--- src/rtl/exc_ctrl_pkg.sv ---
package exc_ctrl_pkg;
    localparam int IDX_W = 5;
    localparam logic [IDX_W-1:0] IDX_COUNT   = 5'd9;
    localparam logic [IDX_W-1:0] IDX_COMPARE = 5'd11;
    localparam logic [IDX_W-1:0] IDX_STATUS  = 5'd13;
    localparam logic [IDX_W-1:0] IDX_SAVEPC  = 5'd14;
endpackage

--- src/rtl/exc_timer.sv ---
module exc_timer #(
    parameter int DATA_W = 32
) (
    input  logic              clk,
    input  logic              rst_n,
    input  logic              wr_count,
    input  logic              wr_cmp,
    input  logic [DATA_W-1:0] wr_data,
    output logic [DATA_W-1:0] count_o,
    output logic [DATA_W-1:0] cmp_o,
    output logic              irq_o
);
    typedef struct packed {
        logic [DATA_W-1:0] count;
        logic [DATA_W-1:0] cmp;
        logic              armed;
        logic              irq;
    } tmr_t;

    tmr_t st_d, st_q;

    always_comb begin
        st_d = st_q;
        st_d.count = wr_count ? wr_data : st_q.count + 1'b1;
        if (wr_cmp) begin
            st_d.cmp   = wr_data;
            st_d.armed = 1'b1;
            st_d.irq   = 1'b0;
        end else if (st_q.armed && (st_q.count == st_q.cmp)) begin
            st_d.irq = 1'b1;
        end
    end

    always_ff @(posedge clk) begin
        if (!rst_n) st_q <= '0;
        else        st_q <= st_d;
    end

    assign count_o = st_q.count;
    assign cmp_o   = st_q.cmp;
    assign irq_o   = st_q.irq;
endmodule

--- src/rtl/exc_state.sv ---
module exc_state #(
    parameter int DATA_W = 32,
    parameter int CODE_W = 5
) (
    input  logic              clk,
    input  logic              rst_n,
    input  logic              exc_req,
    input  logic [CODE_W-1:0] exc_code,
    input  logic [DATA_W-1:0] exc_pc,
    input  logic              wr_status,
    input  logic              wr_savepc,
    input  logic [DATA_W-1:0] wr_data,
    output logic [CODE_W-1:0] code_o,
    output logic [DATA_W-1:0] savepc_o,
    output logic              redirect_o
);
    localparam int CODE_LSB = 2;
    localparam int CODE_MSB = CODE_LSB + CODE_W - 1;

    typedef struct packed {
        logic [CODE_W-1:0] code;
        logic [DATA_W-1:0] savepc;
        logic              redirect;
    } exc_st_t;

    exc_st_t st_d, st_q;

    always_comb begin
        st_d = st_q;
        st_d.redirect = exc_req;
        if (exc_req) begin
            st_d.code   = exc_code;
            st_d.savepc = exc_pc;
        end else begin
            if (wr_status) st_d.code   = wr_data[CODE_MSB:CODE_LSB];
            if (wr_savepc) st_d.savepc = wr_data;
        end
    end

    always_ff @(posedge clk) begin
        if (!rst_n) st_q <= '0;
        else        st_q <= st_d;
    end

    assign code_o     = st_q.code;
    assign savepc_o   = st_q.savepc;
    assign redirect_o = st_q.redirect;
endmodule

--- src/rtl/exc_readmux.sv ---
module exc_readmux
    import exc_ctrl_pkg::*;
#(
    parameter int DATA_W  = 32,
    parameter int CODE_W  = 5,
    parameter int IRQ_BIT = 15
) (
    input  logic [IDX_W-1:0]  rd_idx,
    input  logic [DATA_W-1:0] count,
    input  logic [DATA_W-1:0] cmp,
    input  logic [CODE_W-1:0] code,
    input  logic [DATA_W-1:0] savepc,
    input  logic              irq,
    output logic [DATA_W-1:0] rd_data
);
    localparam int CODE_LSB = 2;
    localparam int CODE_MSB = CODE_LSB + CODE_W - 1;

    logic [DATA_W-1:0] status_word;

    always_comb begin
        status_word = '0;
        status_word[CODE_MSB:CODE_LSB] = code;
        status_word[IRQ_BIT] = irq;
    end

    always_comb begin
        unique case (rd_idx)
            IDX_COUNT:   rd_data = count;
            IDX_COMPARE: rd_data = cmp;
            IDX_STATUS:  rd_data = status_word;
            IDX_SAVEPC:  rd_data = savepc;
            default:     rd_data = '0;
        endcase
    end
endmodule

--- src/rtl/exc_ctrl_unit.sv ---
module exc_ctrl_unit
    import exc_ctrl_pkg::*;
#(
    parameter int          DATA_W  = 32,
    parameter int          CODE_W  = 5,
    parameter int          IRQ_BIT = 15,
    parameter logic [31:0] VECTOR  = 32'h0000_1100
) (
    input  logic              clk,
    input  logic              rst_n,
    input  logic              exc_req,
    input  logic [CODE_W-1:0] exc_code,
    input  logic [DATA_W-1:0] exc_pc,
    input  logic              wr_en,
    input  logic [IDX_W-1:0]  wr_idx,
    input  logic [DATA_W-1:0] wr_data,
    input  logic [IDX_W-1:0]  rd_idx,
    output logic [DATA_W-1:0] rd_data,
    output logic              redirect,
    output logic [DATA_W-1:0] redirect_pc,
    output logic              timer_irq
);
    logic              wr_count, wr_cmp, wr_status, wr_savepc;
    logic [DATA_W-1:0] count_w, cmp_w, savepc_w;
    logic [CODE_W-1:0] code_w;

    assign wr_count  = wr_en && (wr_idx == IDX_COUNT);
    assign wr_cmp    = wr_en && (wr_idx == IDX_COMPARE);
    assign wr_status = wr_en && (wr_idx == IDX_STATUS);
    assign wr_savepc = wr_en && (wr_idx == IDX_SAVEPC);

    exc_timer #(.DATA_W(DATA_W)) timer_i (
        .clk(clk), .rst_n(rst_n), .wr_count(wr_count), .wr_cmp(wr_cmp),
        .wr_data(wr_data), .count_o(count_w), .cmp_o(cmp_w), .irq_o(timer_irq)
    );

    exc_state #(.DATA_W(DATA_W), .CODE_W(CODE_W)) state_i (
        .clk(clk), .rst_n(rst_n), .exc_req(exc_req), .exc_code(exc_code),
        .exc_pc(exc_pc), .wr_status(wr_status), .wr_savepc(wr_savepc),
        .wr_data(wr_data), .code_o(code_w), .savepc_o(savepc_w),
        .redirect_o(redirect)
    );

    exc_readmux #(.DATA_W(DATA_W), .CODE_W(CODE_W), .IRQ_BIT(IRQ_BIT)) rmux_i (
        .rd_idx(rd_idx), .count(count_w), .cmp(cmp_w), .code(code_w),
        .savepc(savepc_w), .irq(timer_irq), .rd_data(rd_data)
    );

    assign redirect_pc = VECTOR[DATA_W-1:0];
endmodule

--- config.mk ---
export PLATFORM = sky130hd
export DESIGN_NAME = exc_ctrl_unit
export DESIGN_NICKNAME = d
export VERILOG_FILES = /design/src/rtl/exc_ctrl_pkg.sv /design/src/rtl/exc_timer.sv /design/src/rtl/exc_state.sv /design/src/rtl/exc_readmux.sv /design/src/rtl/exc_ctrl_unit.sv
export SDC_FILE = /design/constraint.sdc
export NUM_CORES = 1
export LEC_CHECK = 0
export CORE_UTILIZATION = 45
export DETAILED_ROUTE_END_ITERATION = 10
export MAX_ROUTING_LAYER = met4
export PLACE_DENSITY = 0.81
export SLEW_MARGIN = 30
export SYNTH_ARGS = -nofsm -noshare
export SYNTH_HDL_FRONTEND = slang
export SYNTH_SLANG_ARGS = --single-unit
--- constraint.sdc ---
create_clock -name clk -period 2.65 [get_ports clk]
set_clock_uncertainty 0.2 [all_clocks]
set_input_delay 0.795 -clock clk [delete_from_list [all_inputs] [get_ports clk]]
set_output_delay 0.795 -clock clk [all_outputs]
set_load 0.005 [all_outputs]
==> flow_summary_export.csv <==
group,metric,value,unit
outcome,status,"finished, violations left",
outcome,failed_checks,"setup timing",
route,routed_via_density,5.32,
clocking,cts_tree,"yes",
critical_path,cp.required,1660,ps
final_layout,final_common_cell,"nand2_1",
critical_path,crit_arrival,2020,ps
clocking,htreeDepth,3,
critical_path,reg2reg_slack,450,ps
sta,fin_ws,-367,ps
synthesis,synth_edf_count,0,
placed_design,gp_congestion,0.857,
synthesis,synth.avg_cell_area,8.12,µm²
final_layout,area_growth,30.2,%
sta,hold_violations,0,
clocking,cts_root_buffer,"clkbuf_16",
die,core-area,13200,µm²
die,die_h,118,µm
synthesis,yosysWarnings,0,
route,finalWirelength,17000,µm
power,ir_drop,0.322,mV
critical_path,critPathMaxStageDelay,250,ps
placed_design,dp.cells,1027,
sta,max_freq,331,MHz
sta,finalSetupViolations,32,
final_layout,fill_cells,1170,
final_layout,stdcell_count,1052,
route,wire_per_inst,16.1,µm
synthesis,synth.distinct_cells,49,
clocking,cts.sinks,104,
clocking,clk_pin_slew_worst_paths,70,ps
synthesis,seq_area_frac_synth,34.1,%
synthesis,synth_area_leaders,"dfxtp_1, mux2i_1, nand2_1",
clocking,clock_path_buffers,2,
route,antenna_left,0,
global_route,grt_overflow,0,
final_layout,diodes,0,
route,dr.pass1.iters,5,
clocking,hold_buffers,0,
global_route,grt_max_degree,64,
critical_path,cp-end-kind,"output pin",
power,leakage,0.00301,µW
critical_path,cp_cell_sequence,"buf_6 > nor2b_4 > nand2_2 > nor3b_4 > buf_12 > buf_12 > buf_6 > buf_6 > nand2_1 > o21ai_1 > buf_2",
final_layout,layout_common_cells,"nand2_1, dfxtp_1, clkdlybuf4s50_1, mux2i_1, a21oi_1",
critical_path,crit_top_cell,"buf_6",
route,vias,5594,
global_route,grt_pass1_vias,5325,
sta,fin_crit,3020,ps
worst_hold_path,hp-class,"flip-flop to flip-flop",
synthesis,synth_ff_type,"dfxtp_1",
sta,rsz0062_at_grt,"true",
die,die-area,14000,µm²
clocking,numCtsBuffers,9,
sta,slew_violations,0,
synthesis,syn-cell-area,6110,µm²
placed_design,hpwlAfterDp,11900,µm
die,start_util,46.1,%
synthesis,syn-instance-count,752,
run,drv_cap,0,
die,ios,149,
synthesis,yosysTopAreaCell,"dfxtp_1",
synthesis,async_flop_share,0,%
global_route,grt_use_total,24.9,%
die,die_width,118,µm
global_route,antenna_found_initial,0,
sta,fin_hold_ws,266,ps
critical_path,critPathLaunchType,"input port",
final_layout,drive_gt1_share,18.2,%
route,drcViolationCount,0,
die,rows,42,
critical_path,cpMaxStageDelayCell,"nor3b_4",
synthesis,yosysTopAreaCellShare,34.1,%
placed_design,io_buffers,116,
critical_path,critPathMaxFanout,3,
critical_path,crit_type,"input port to output pin",
final_layout,nets,955,
route,drtIter0Drc,284,
sta,post-route-period-util,114,%
power,p_per_area,433,nW/µm²
synthesis,ys_ff_latch,104,
global_route,grt_pass1_wl,26800,µm
clocking,clk_latency,350,ps
==> what timing repair did <==
action                     in CTS  in global routing
cloned                          2                  0
pin swaps                      20                  4
gates resized for setup       192                 11
buffers inserted               10                  0
setup endpoints to repair      32                 32
==> flip-flops by register name (all words and copies together), names as in the netlist <==
register / count
state_i.code_o: 5
state_i.redirect_o: 1
state_i.savepc_o: 32
timer_i.cmp_o: 32
timer_i.count_o: 32
timer_i.irq_o: 1
timer_i.st_q: 1
==> through the flow <==
step           utilization [%]  setup slack (ps)  total power [µW]  TNS, ps  instance area, µm²
3_3_place_gp              57.3             -1020              2130   -34540                7590
3_5_place_dp              57.3             -1060              2140   -38080                7590
2_1_floorplan                -              4.40              1930        0                6260
4_1_cts                   60.0              -335              3450    -8030                7940
6_report                  60.1              -367              3450    -8020                7950
5_1_grt                   60.1              -427              3550   -10400                7950
==> layout make-up <==
| cell class | instances | area (µm²) | share of cell area (%) |
|---|---|---|---|
| Multi-Input combinational cell | 582 | 3710 | 46.7 |
| Sequential cell | 104 | 2080 | 26.2 |
| Tap cell | 176 | 220 | 2.77 |
| Timing Repair Buffer | 170 | 1630 | 20.5 |
| Clock inverter | 5 | 57.6 | 0.724 |
| Inverter | 4 | 15.0 | 0.189 |
| Clock buffer | 11 | 233 | 2.93 |
==> critical path, delay by kind of cell <==
family / cells / cell delay (ps)
AOI/OAI and AO/OA: 1 / 80
buffers and inverters: 6 / 670
and+or+nand+nor: 4 / 460
==> layer usage <==
| metal | track usage, % | share of wire, % |
|---|---|---|
| met1 | 28.5 | 41 |
| met5 | - | 0 |
| met4 | 11.5 | 3.6 |
| met3 | 4.83 | 5.1 |
| met2 | 42.1 | 50 |
==> power by group <==
group          internal (µW)  switching [µW]  leakage, µW
logic                    251             214      0.00203
registers               1610            43.1     0.000847
clock network            732             594     0.000132
total                   2600             852      0.00301
==> logic make-up after synthesis <==
| kind of cell | count (synthesis) | share of synthesized area, % |
|---|---|---|
| adder cells (fa/ha/maj) | 1 | 0.205 |
| AND/OR/NAND/NOR | 260 | 21.4 |
| flip-flops | 104 | 34.1 |
| buffers and inverters | 96 | 9.04 |
| other | 2 | 0.123 |
| AO/OA/AOI/OAI | 148 | 13.1 |
| XOR/XNOR | 61 | 8.75 |
| multiplexers | 80 | 13.3 |
==> worst paths after layout <==
path / from / to / depth (start not counted)
worst min register to register: timer_i.st_q[1]$_SDFFE_PN0P_ / timer_i.st_q[1]$_SDFFE_PN0P_ / 2
worst max register to register: timer_i.count_o[2]$_SDFF_PN0_ / timer_i.count_o[25]$_SDFF_PN0_ / 5
worst min-delay path: timer_i.st_q[1]$_SDFFE_PN0P_ / timer_i.st_q[1]$_SDFFE_PN0P_ / 2
worst max-delay path: rd_idx[4] / rd_data[7] / 11
==> cell usage after synthesis, types with 6 or more instances <==
cell type	number
a22oi_1	6
nor3_1	9
and2_1	30
mux2i_1	71
clkbuf_1	39
dfxtp_1	104
xnor2_1	46
nand4_1	14
buf_4	32
xor2_1	15
nor4_2	6
o21ai_0	78
nand2_1	134
buf_2	10
a21oi_1	50
a211oi_1	9
nand3_1	13
mux2_2	9
nor2_1	27
(Power assumes the default switching activity.)
